<file path="src/rtl/lbc_pkg.sv">
package lbc_pkg;

    typedef enum logic [1:0] {
        PH_IDLE = 2'd0,
        PH_BUS  = 2'd1,
        PH_RESP = 2'd2
    } lbc_phase_e;

endpackage

</file>
<file path="src/rtl/lbc_guard.sv">
module lbc_guard #(
    parameter int NREG = 4,
    parameter int RGW  = 2
) (
    input  logic            master_en,
    input  logic [NREG-1:0] cs_en,
    input  logic [NREG-1:0] rd_only,
    input  logic [NREG-1:0] wr_only,
    input  logic [RGW-1:0]  region,
    input  logic            write,
    input  logic            berr_en,
    input  logic            irq_en,
    output logic            issue,
    output logic            err,
    output logic            irq
);

    logic blocked;
    logic violation;

    always_comb begin
        blocked   = !(master_en && cs_en[region]);
        violation = write ? rd_only[region] : wr_only[region];
        issue     = !blocked && !violation;
        err       = blocked || (violation && berr_en);
        irq       = !blocked && violation && irq_en;
    end

endmodule

</file>
<file path="src/rtl/lbc_swap.sv">
module lbc_swap #(
    parameter int DW = 32
) (
    input  logic          en,
    input  logic [DW-1:0] din,
    output logic [DW-1:0] dout
);

    localparam int NB = DW / 8;

    logic [DW-1:0] reversed;

    for (genvar b = 0; b < NB; b++) begin : g_lane
        assign reversed[8*b +: 8] = din[8*(NB-1-b) +: 8];
    end

    assign dout = en ? reversed : din;

endmodule

</file>
<file path="src/rtl/lbc_seq.sv">
module lbc_seq
    import lbc_pkg::*;
#(
    parameter int NREG = 4,
    parameter int RGW  = 2,
    parameter int AW   = 24,
    parameter int DW   = 32,
    parameter int WSW  = 4
) (
    input  logic            clk,
    input  logic            rst_n,
    input  logic            req_valid,
    input  logic            req_write,
    input  logic [RGW-1:0]  req_region,
    input  logic [AW-1:0]   req_addr,
    input  logic [DW-1:0]   req_wdata,
    input  logic [WSW-1:0]  req_wait,
    input  logic            issue,
    input  logic            deny_err,
    input  logic            deny_irq,
    input  logic [DW-1:0]   bus_rdata,
    output logic            ready,
    output logic            done,
    output logic            err,
    output logic            irq,
    output logic [RGW-1:0]  region_q,
    output logic [DW-1:0]   rdata_raw,
    output logic [NREG-1:0] bus_cs_n,
    output logic            bus_rnw,
    output logic [AW-1:0]   bus_addr,
    output logic [DW-1:0]   bus_wdata,
    output logic            bus_wdata_oe
);

    typedef struct packed {
        lbc_phase_e     phase;
        logic [WSW-1:0] cnt;
        logic [RGW-1:0] region;
        logic           write;
        logic [AW-1:0]  addr;
        logic [DW-1:0]  wdata;
        logic [DW-1:0]  rdata;
        logic           err;
        logic           irq;
    } seq_state_t;

    seq_state_t st_d, st_q;

    always_comb begin
        st_d = st_q;
        unique case (st_q.phase)
            PH_IDLE: begin
                if (req_valid) begin
                    st_d.region = req_region;
                    st_d.write  = req_write;
                    st_d.addr   = req_addr;
                    st_d.wdata  = req_wdata;
                    st_d.cnt    = req_wait;
                    if (issue) begin
                        st_d.phase = PH_BUS;
                        st_d.err   = 1'b0;
                        st_d.irq   = 1'b0;
                    end else begin
                        st_d.phase = PH_RESP;
                        st_d.err   = deny_err;
                        st_d.irq   = deny_irq;
                    end
                end
            end
            PH_BUS: begin
                if (st_q.cnt == '0) begin
                    st_d.phase = PH_RESP;
                    if (!st_q.write) begin
                        st_d.rdata = bus_rdata;
                    end
                end else begin
                    st_d.cnt = st_q.cnt - 1'b1;
                end
            end
            PH_RESP: begin
                st_d.phase = PH_IDLE;
                st_d.err   = 1'b0;
                st_d.irq   = 1'b0;
            end
            default: st_d.phase = PH_IDLE;
        endcase
    end

    always_ff @(posedge clk or negedge rst_n) begin
        if (!rst_n) begin
            st_q <= '0;
        end else begin
            st_q <= st_d;
        end
    end

    logic on_bus;
    assign on_bus = (st_q.phase == PH_BUS);

    for (genvar g = 0; g < NREG; g++) begin : g_cs
        assign bus_cs_n[g] = !(on_bus && (st_q.region == RGW'(g)));
    end

    assign ready        = (st_q.phase == PH_IDLE);
    assign done         = (st_q.phase == PH_RESP);
    assign err          = done && st_q.err;
    assign irq          = done && st_q.irq;
    assign region_q     = st_q.region;
    assign rdata_raw    = st_q.rdata;
    assign bus_rnw      = !st_q.write;
    assign bus_addr     = st_q.addr;
    assign bus_wdata    = st_q.wdata;
    assign bus_wdata_oe = on_bus && st_q.write;

    logic cs_any;
    assign cs_any = !(&bus_cs_n);

    assert_one_cs_R10: assert property (@(posedge clk) disable iff (!rst_n)
        $onehot0(~bus_cs_n));

    assert_bus_stable_R10: assert property (@(posedge clk) disable iff (!rst_n)
        (cs_any && $past(cs_any)) |-> ($stable(bus_addr) && $stable(bus_rnw) && $stable(bus_wdata)));

    assert_cs_hold_R2: assert property (@(posedge clk) disable iff (!rst_n)
        (cs_any && st_q.cnt != '0) |=> cs_any);

    assert_resp_after_cs_R5: assert property (@(posedge clk) disable iff (!rst_n)
        $fell(cs_any) |-> (done && !err));

    assert_done_pulse_R5: assert property (@(posedge clk) disable iff (!rst_n)
        done |=> !done);

    assert_deny_no_bus_R9: assert property (@(posedge clk) disable iff (!rst_n)
        (ready && req_valid && !issue) |=> (done && !cs_any));

    assert_irq_only_resp_R7: assert property (@(posedge clk) disable iff (!rst_n)
        irq |-> (done && !cs_any));

endmodule

</file>
<file path="src/rtl/lbc_top.sv">
module lbc_top #(
    parameter int NREG = 4,
    parameter int AW   = 24,
    parameter int DW   = 32,
    parameter int WSW  = 4,
    localparam int RGW = (NREG > 1) ? $clog2(NREG) : 1
) (
    input  logic                      clk,
    input  logic                      rst_n,
    input  logic                      cfg_master_en,
    input  logic [NREG-1:0]           cfg_cs_en,
    input  logic [NREG-1:0][WSW-1:0]  cfg_rd_wait,
    input  logic [NREG-1:0][WSW-1:0]  cfg_wr_wait,
    input  logic [NREG-1:0]           cfg_rd_swap,
    input  logic [NREG-1:0]           cfg_wr_swap,
    input  logic [NREG-1:0]           cfg_rd_only,
    input  logic [NREG-1:0]           cfg_wr_only,
    input  logic                      cfg_berr_en,
    input  logic                      cfg_irq_en,
    input  logic                      req_valid,
    output logic                      req_ready,
    input  logic                      req_write,
    input  logic [RGW-1:0]            req_region,
    input  logic [AW-1:0]             req_addr,
    input  logic [DW-1:0]             req_wdata,
    output logic                      rsp_done,
    output logic                      rsp_err,
    output logic [DW-1:0]             rsp_rdata,
    output logic                      prot_irq,
    output logic [NREG-1:0]           bus_cs_n,
    output logic                      bus_rnw,
    output logic [AW-1:0]             bus_addr,
    output logic [DW-1:0]             bus_wdata,
    output logic                      bus_wdata_oe,
    input  logic [DW-1:0]             bus_rdata
);

    logic           issue, deny_err, deny_irq;
    logic [WSW-1:0] sel_wait;
    logic [DW-1:0]  wdata_lanes;
    logic [DW-1:0]  rdata_raw;
    logic [RGW-1:0] region_q;

    assign sel_wait = req_write ? cfg_wr_wait[req_region] : cfg_rd_wait[req_region];

    lbc_guard #(.NREG(NREG), .RGW(RGW)) i_guard (
        .master_en (cfg_master_en),
        .cs_en     (cfg_cs_en),
        .rd_only   (cfg_rd_only),
        .wr_only   (cfg_wr_only),
        .region    (req_region),
        .write     (req_write),
        .berr_en   (cfg_berr_en),
        .irq_en    (cfg_irq_en),
        .issue     (issue),
        .err       (deny_err),
        .irq       (deny_irq)
    );

    lbc_swap #(.DW(DW)) i_wswap (
        .en   (cfg_wr_swap[req_region]),
        .din  (req_wdata),
        .dout (wdata_lanes)
    );

    lbc_seq #(.NREG(NREG), .RGW(RGW), .AW(AW), .DW(DW), .WSW(WSW)) i_seq (
        .clk          (clk),
        .rst_n        (rst_n),
        .req_valid    (req_valid),
        .req_write    (req_write),
        .req_region   (req_region),
        .req_addr     (req_addr),
        .req_wdata    (wdata_lanes),
        .req_wait     (sel_wait),
        .issue        (issue),
        .deny_err     (deny_err),
        .deny_irq     (deny_irq),
        .bus_rdata    (bus_rdata),
        .ready        (req_ready),
        .done         (rsp_done),
        .err          (rsp_err),
        .irq          (prot_irq),
        .region_q     (region_q),
        .rdata_raw    (rdata_raw),
        .bus_cs_n     (bus_cs_n),
        .bus_rnw      (bus_rnw),
        .bus_addr     (bus_addr),
        .bus_wdata    (bus_wdata),
        .bus_wdata_oe (bus_wdata_oe)
    );

    lbc_swap #(.DW(DW)) i_rswap (
        .en   (cfg_rd_swap[region_q]),
        .din  (rdata_raw),
        .dout (rsp_rdata)
    );

endmodule

</file>
<file path="config.mk">
export PLATFORM = sky130hd
export DESIGN_NAME = lbc_top
export DESIGN_NICKNAME = d
export VERILOG_FILES = /design/src/rtl/lbc_pkg.sv /design/src/rtl/lbc_guard.sv /design/src/rtl/lbc_swap.sv /design/src/rtl/lbc_seq.sv /design/src/rtl/lbc_top.sv
export SDC_FILE = /design/constraint.sdc
export NUM_CORES = 1
export LEC_CHECK = 0
export ABC_AREA = 1
export BUFFER_PORTS_ARGS = -buffer_cell sky130_fd_sc_hd__buf_2
export CORE_MARGIN = 4
export CORE_UTILIZATION = 45
export DETAILED_ROUTE_END_ITERATION = 7
export HOLD_SLACK_MARGIN = 0.15
export PLACE_DENSITY = 0.77
export SLEW_MARGIN = 20
export SYNTH_ARGS = -nofsm -noshare
export SYNTH_HDL_FRONTEND = slang
export SYNTH_HIERARCHICAL = 1
export SYNTH_SLANG_ARGS = --single-unit
export TNS_END_PERCENT = 30
</file>
<file path="constraint.sdc">
create_clock -name clk -period 1.7 [get_ports clk]
set_clock_uncertainty 0.15 [all_clocks]
set_input_delay 0.425 -clock clk [delete_from_list [all_inputs] [get_ports clk]]
set_output_delay 0.425 -clock clk [all_outputs]
set_load 0.02 [all_outputs]
</file>
==> summary.txt, run 1 <==
status: finished, violations left
failing checks: setup timing
Area Growth Syn to Fin: 29.5%
Yosys cell types: 28
sequential-to-total area share from yosys stat: 37.8%
Reg2Reg Setup Slack: 0.05 ns
post-layout util: 60.3%
WL final: 17700 µm
CTS clock-pin slew for the worst setup and hold paths: 0.07 ns
period utilization: 140%
Required @ worst endpoint: 1.12 ns
row count: 43
placed insts: 1235
FF+latch count, synth: 99
Max-cap violations: 0
top cell type's share of synthesized area: 37.8%
largest cells by area after synthesis: dfrtp_1 (38%), nand2_1 (26%), buf_4 (11%)
HPWL after DPL: 12200 µm
Leakage Power: 4.98 nW
CTS buffer count: 9
Worst setup EP type: output port
worst-path maximum fanout: 6
most frequent cells in the layout: nand2_1 (383), buf_2 (208), dfrtp_1 (99)
Iter 0 DRT Violations: 237
I/O pins: 247
Int Pwr: 0.00719 W
met2 WL: 9310 µm
Root Buffer: clkbuf_16
CTS tree: built
M1 wire length: 6860 µm
Max IR drop VDD: 0.772 mV
crit path kind: reg -> out
Avg Inst Size Synth: 7.18 µm²
Sw Pwr: 0.00539 W
first-pass GRT wire length: 26800 µm
Final Worst Setup Slack: -0.680 ns
YS warnings: 6
DIE WIDTH: 129 µm
Slew Limit Fails: 0
highest routed layer: met4
share of cells above drive strength 1: 41.5%
largest net degree at the start of global routing: 65
clock net sink count: 99
most common cell after layout, fill and taps aside: nand2_1
post-synthesis cell area: 6560 µm²
Via Count: 6010
Final nets: 1250
Switching Fraction: 42.9%
Die ar.: 16600 µm²
antenna violations before repair: 0
clk buf depth: 2
Avg WL per Cell: 13.8 µm
hold wc startpoint: bus_rdata[20]
Vias per Instance: 4.67
Register-to-Register Path Depth: 8
metal3 WL: 1240 µm
critical path's slowest cell: dfrtp_1
non-filler cells, final: 1288
GR Overflow Total: 0
Peak Freq: 0.420 GHz
Clock Latency Late Sink: 0.34 ns
Cells on Worst Hold Path: 3
worst min-delay path class: in -> reg
Reg-to-Reg End: i_seq/rdata_raw[21]$_DFFE_PN0P_
Die Height: 129 µm
CP cell instances: inv_2 -> nor2_2 -> nor2_2 -> o21ai_4 -> o21ai_4 -> buf_12 -> clkbuf_16 -> nand2_2 -> nand2_2 -> buf_6
detailed-route DRC error count: 0
Min-Delay Endpoint: i_seq/rdata_raw[20]$_DFFE_PN0P_
Synth Instances: 914
total power draw: 0.0126 W
post-layout min period: 2.38 ns
Hold Vio Cnt, Final: 0
Tightest Pin Transition: 0.325 ns
RR Startpoint: i_seq/st_q[94]$_DFFE_PN0P_
overall routing resource usage: 19.8%
Slew HR: 78.3%
unrepaired setup endpoints after global routing: yes
# setup viols final: 41
Clock Power Share: 16.4%
P per Cell Area: 1480 nW/µm²
startpoint types: flip-flop
number of H-tree levels: 3
core area: 14100 µm²
max incr delay on CP: 0.40 ns
gpl congestion: 0.856
Final ANT Viol Nets: 0
DR pass1 iterations: 4
syn_nets: 1064
Gate power share: 52.9%
Worst EP arrival: 1.80 ns
post-place setup slack: -0.538 ns
number of global-route vias before repair: 5629
leading area contributor after synthesis: dfrtp_1
IO Port Bufs: 246
Seq pwr share: 30.7%
Setup Total Neg Slack: -21.33 ns
initial core utilization: 46.5%
how the worst max path moves through the flow:
| stage | depth (start not counted) | endpoint | slack (ns) | startpoint |
|---|---|---|---|---|
| 2_1_floorplan | 10 | rsp_rdata[9] | -0.15 | i_seq/region_q[0]$_DFFE_PN0P_ |
| 3_3_place_gp | 7 | rsp_rdata[9] | -0.50 | cfg_rd_swap[2] |
| 3_5_place_dp | 7 | rsp_rdata[22] | -0.54 | cfg_rd_swap[2] |
| 4_1_cts | 8 | rsp_rdata[22] | -0.64 | i_seq/region_q[0]$_DFFE_PN0P_ |
| 5_1_grt | 10 | rsp_rdata[26] | -0.77 | i_seq/region_q[0]$_DFFE_PN0P_ |
| 6_report | 10 | rsp_rdata[26] | -0.68 | i_seq/region_q[0]$_DFFE_PN0P_ |
cell families after synthesis:
group,synth area share [%]
AND/OR/NAND/NOR,33.4
flip-flops,37.8
adder cells (fa/ha/maj),0.191
buffers and inverters,22.6
XOR/XNOR,0.134
AO/OA/AOI/OAI,5.91
cell usage after synthesis:
master and n:
nand2_1 456, dfrtp_1 99, buf_4 97, inv_1 93, o21ai_2 32, nand2_2 30
nand3_1 24, buf_6 16, o21ai_0 15, nor2_1 12, nand3_2 7, clkbuf_8 6
buf_2 5, inv_6 3, o22ai_1 3, buf_12 2, inv_8 2, nand2_4 2
a21oi_2 1, buf_8 1, clkinv_2 1, ha_1 1, inv_4 1, nand3_4 1
nor2_2 1, nor2_4 1, o21ai_1 1, xnor2_1 1
sequential cells by signal, indices dropped and copies added (netlist names):
| register | cells |
|---|---|
| i_seq/rdata_raw | 32 |
| i_seq/bus_addr | 24 |
| i_seq/bus_wdata | 32 |
| i_seq/st_q | 9 |
| i_seq/region_q | 2 |
metrics by stage:
stage	hold slack [ns]	area [µm²]
floorplan	-0.0206	6720
global placement	0.190	7390
detailed placement	0.191	7390
CTS	0.154	8090
global route	0.159	8490
finish	0.167	8490
routing by layer:
layer / track usage (%) / vias up
li1: - / 3000
met5: 0 / -
met1: 25.0 / 2801
met2: 32.9 / 182
met4: 5.87 / 0
met3: 5.85 / 27
power groups by stage:
stage	clock (W)	sequential (W)	combinational [W]
after floorplan	0	0.00349	0.00499
after global placement	0	0.00377	0.00508
after detailed placement	0	0.00379	0.00520
after CTS	0.00213	0.00376	0.00553
after global routing	0.00224	0.00396	0.00717
final	0.00206	0.00386	0.00665
what timing repair did:
item / CTS / global route
gates cloned: 2 / 3
resized for setup: 21 / 108
pin swaps: 1 / 18
hold buffers: 25 / 0
hold endpoints to repair: 117 / 0
buffers inserted: 4 / 0
setup endpoints to repair: 41 / 78
critical path, delay by kind of cell (launching register included):
kind	cells	cell delay (ns)
buffers and inverters	4	0.54
AND/OR/NAND/NOR	4	0.30
AO/OA/AOI/OAI	2	0.21
flip-flops	1	0.40
cell type report:
class | count | area [µm²]
inverters | 100 | 409
well taps | 180 | 225
fillers | 1244 | 5600
diodes | 3 | 7.51
clock inverters | 7 | 73.8
repair inverters | 1 | 16.3
flip-flops and latches | 99 | 2480
repair buffers | 301 | 2170
clock buffers | 9 | 225
multi-input cells | 588 | 2890
No activity file was read; power rests on OpenSTA's default activity.
==> run 2, diff against run 1 <==
--- a/config.mk
+++ b/config.mk
@@ -7,7 +7,6 @@
 export LEC_CHECK = 0
 export ABC_AREA = 1
 export BUFFER_PORTS_ARGS = -buffer_cell sky130_fd_sc_hd__buf_2
-export CORE_MARGIN = 4
 export CORE_UTILIZATION = 45
 export DETAILED_ROUTE_END_ITERATION = 7
 export HOLD_SLACK_MARGIN = 0.15
==> run 2 against run 1 <==
Against the previous run: final cell count fell by 0.54%; worst hold slack improved by 0.0016 ns; critical path type unchanged; total power fell by 2.0%; maximum frequency increased by 1.7%; the flow still finishes with violations (setup timing); critical endpoint is now rsp_rdata[27]; sequential share of layout area increased by 0.37 points; worst setup slack improved by 0.040 ns.
==> summary.txt, run 2 (synthesized netlist as in run 1, its figures left out) <==
non-filler cells, final: 1281 (was 1288)
I/O pins: 247 (unchanged)
Die Height: 123 µm (was 129 µm)
worst-path maximum fanout: 7 (was 6)
DR pass1 iterations: 5 (was 4)
post-layout util: 59.8% (was 60.3%)
Peak Freq: 0.427 GHz (was 0.420 GHz)
# diodes: 0 (was 3)
status: finished, violations left (unchanged)
Final ANT Viol Nets: 0 (unchanged)
Final Worst Setup Slack: -0.640 ns (was -0.680 ns)
overall routing resource usage: 21.1% (was 19.8%)
Post-DP Area: 7390 µm² (about the same)
Area Growth Syn to Fin: 27.9% (was 29.5%)
startpoint types: flip-flop (unchanged)
# fillers: 1277 (was 1244)
Iter 0 DRT Violations: 370 (was 237)
period utilization: 138% (was 140%)
failing checks: setup timing (unchanged)
first-pass GRT wire length: 25200 µm (was 26800 µm)
most frequent cells in the layout: nand2_1 (391), buf_2 (208), dfrtp_1 (98) (was nand2_1 (383), buf_2 (208), dfrtp_1 (99))
most common cell after layout, fill and taps aside: nand2_1 (unchanged)
Slew HR: 77.5% (was 78.3%)
CTS buffer count: 9 (unchanged)
Worst setup EP type: output port (unchanged)
area of the multi-input gates: 2870 µm² (was 2890 µm²)
Vias per Instance: 4.71 (was 4.67)
initial core utilization: 46.7% (was 46.5%)
cell area after layout: 8390 µm² (was 8490 µm²)
gpl congestion: 0.814 (was 0.856)
Max IR drop VDD: 0.616 mV (was 0.772 mV)
post-layout min period: 2.34 ns (was 2.38 ns)
HPWL after DPL: 11200 µm (was 12200 µm)
Required @ worst endpoint: 1.12 ns (about the same)
Avg WL per Cell: 13.1 µm (was 13.8 µm)
Clock Latency Late Sink: 0.33 ns (was 0.34 ns)
clock net sink count: 99 (unchanged)
Tightest Pin Transition: 0.337 ns (was 0.325 ns)
Leakage Power: 4.95 nW (was 4.98 nW)
detailed-route DRC error count: 0 (unchanged)
clk buf depth: 2 (unchanged)
antenna violations before repair: 0 (unchanged)
IO Port Bufs: 246 (unchanged)
largest net degree at the start of global routing: 65 (unchanged)
number of H-tree levels: 3 (unchanged)
total area of sequential cells: 2480 µm² (about the same)
Final nets: 1247 (was 1250)
DIE WIDTH: 123 µm (was 129 µm)
Slew Limit Fails: 0 (unchanged)
core area: 14000 µm² (was 14100 µm²)
P per Cell Area: 1470 nW/µm² (was 1480 nW/µm²)
total power draw: 0.0123 W (was 0.0126 W)
Via Count: 6029 (was 6010)
share of cells above drive strength 1: 40.5% (was 41.5%)
WL final: 16800 µm (was 17700 µm)
CTS clock-pin slew for the worst setup and hold paths: 0.07 ns (about the same)
GR Overflow Total: 0 (unchanged)
Setup Total Neg Slack: -19.61 ns (was -21.33 ns)
Max-cap violations: 0 (unchanged)
placed insts: 1236 (was 1235)
row count: 43 (unchanged)
CTS tree: built (unchanged)
Die ar.: 15100 µm² (was 16600 µm²)
crit path kind: reg -> out (unchanged)
unrepaired setup endpoints after global routing: yes (unchanged)
number of global-route vias before repair: 5628 (was 5629)
worst min-delay path class: in -> reg (unchanged)
Worst EP arrival: 1.76 ns (was 1.80 ns)
Root Buffer: clkbuf_16 (unchanged)
# setup viols final: 39 (was 41)
Hold Vio Cnt, Final: 0 (unchanged)
-- run 2: per-layer routing --
layer | wire (µm) | share of wire (%) | up-vias | track usage [%]
met1 | 6880 | 41 | 2761 | 26.5
li1 | - | - | 3009 | -
met2 | 8160 | 49 | 217 | 34.5
met3 | 1220 | 7.2 | 42 | 4.97
met5 | 0 | 0 | - | 0
met4 | 569 | 3.4 | 0 | 9.45
-- run 2: layout make-up --
cell class,instances,share of cell area (%)
Clock buffer,10,2.85
Clock inverter,5,0.522
Inverter,100,4.98
Multi-Input combinational cell,588,34.2
Sequential cell,99,29.5
Tap cell,180,2.68
Timing Repair Buffer,298,25.0
Timing Repair inverter,1,0.194
-- run 2: what timing repair did --
action	CTS	global route
resized for setup	63	56
hold buffers	25	0
hold endpoints to repair	123	0
buffers inserted	1	0
endpoints found under the setup margin	41	77
pin swaps	3	13
gates cloned	2	2
-- run 2: power breakdown --
group          total [W]  internal [W]  switching [W]  leakage [nW]
Combinational    0.00649       0.00278        0.00372          3.64
Clock            0.00196       0.00105       0.000917         0.134
Sequential       0.00387       0.00313       0.000734          1.17
-- run 2: worst max-delay path, stage by stage, from the launching register on --
cell	delay, ns
dfrtp_1	0.41
inv_2	0.08
nor2_2	0.03
nor2_1	0.07
o21ai_1	0.09
o21ai_2	0.09
buf_12	0.21
clkbuf_16	0.18
nand2_1	0.07
nand2_2	0.08
buf_6	0.12
-- run 2: final timing paths --
| kind | cells after the start | slack, ns | end | from |
|---|---|---|---|---|
| max reg2reg | 8 | 0.01 | i_seq/rdata_raw[16]$_DFFE_PN0P_ | i_seq/st_q[93]$_DFFE_PN0P_ |
| max | 10 | -0.64 | rsp_rdata[27] | i_seq/region_q[0]$_DFFE_PN0P_ |
| max in group asynchronous | 3 | 0.63 | i_seq/rdata_raw[28]$_DFFE_PN0P_ | rst_n |
| min | 3 | 0.17 | i_seq/rdata_raw[20]$_DFFE_PN0P_ | bus_rdata[20] |
| min in group asynchronous | 3 | 0.45 | i_seq/bus_wdata[19]$_DFFE_PN0P_ | rst_n |
| min reg2reg | 2 | 0.32 | i_seq/bus_addr[0]$_DFFE_PN0P_ | i_seq/bus_addr[0]$_DFFE_PN0P_ |
-- run 2: metrics by stage --
step           worst slack, ns  hold slack [ns]
2_1_floorplan           -0.147          -0.0206
3_3_place_gp            -0.455            0.276
3_5_place_dp            -0.514            0.283
4_1_cts                 -0.585            0.155
5_1_grt                 -0.751            0.152
6_report                -0.640            0.168
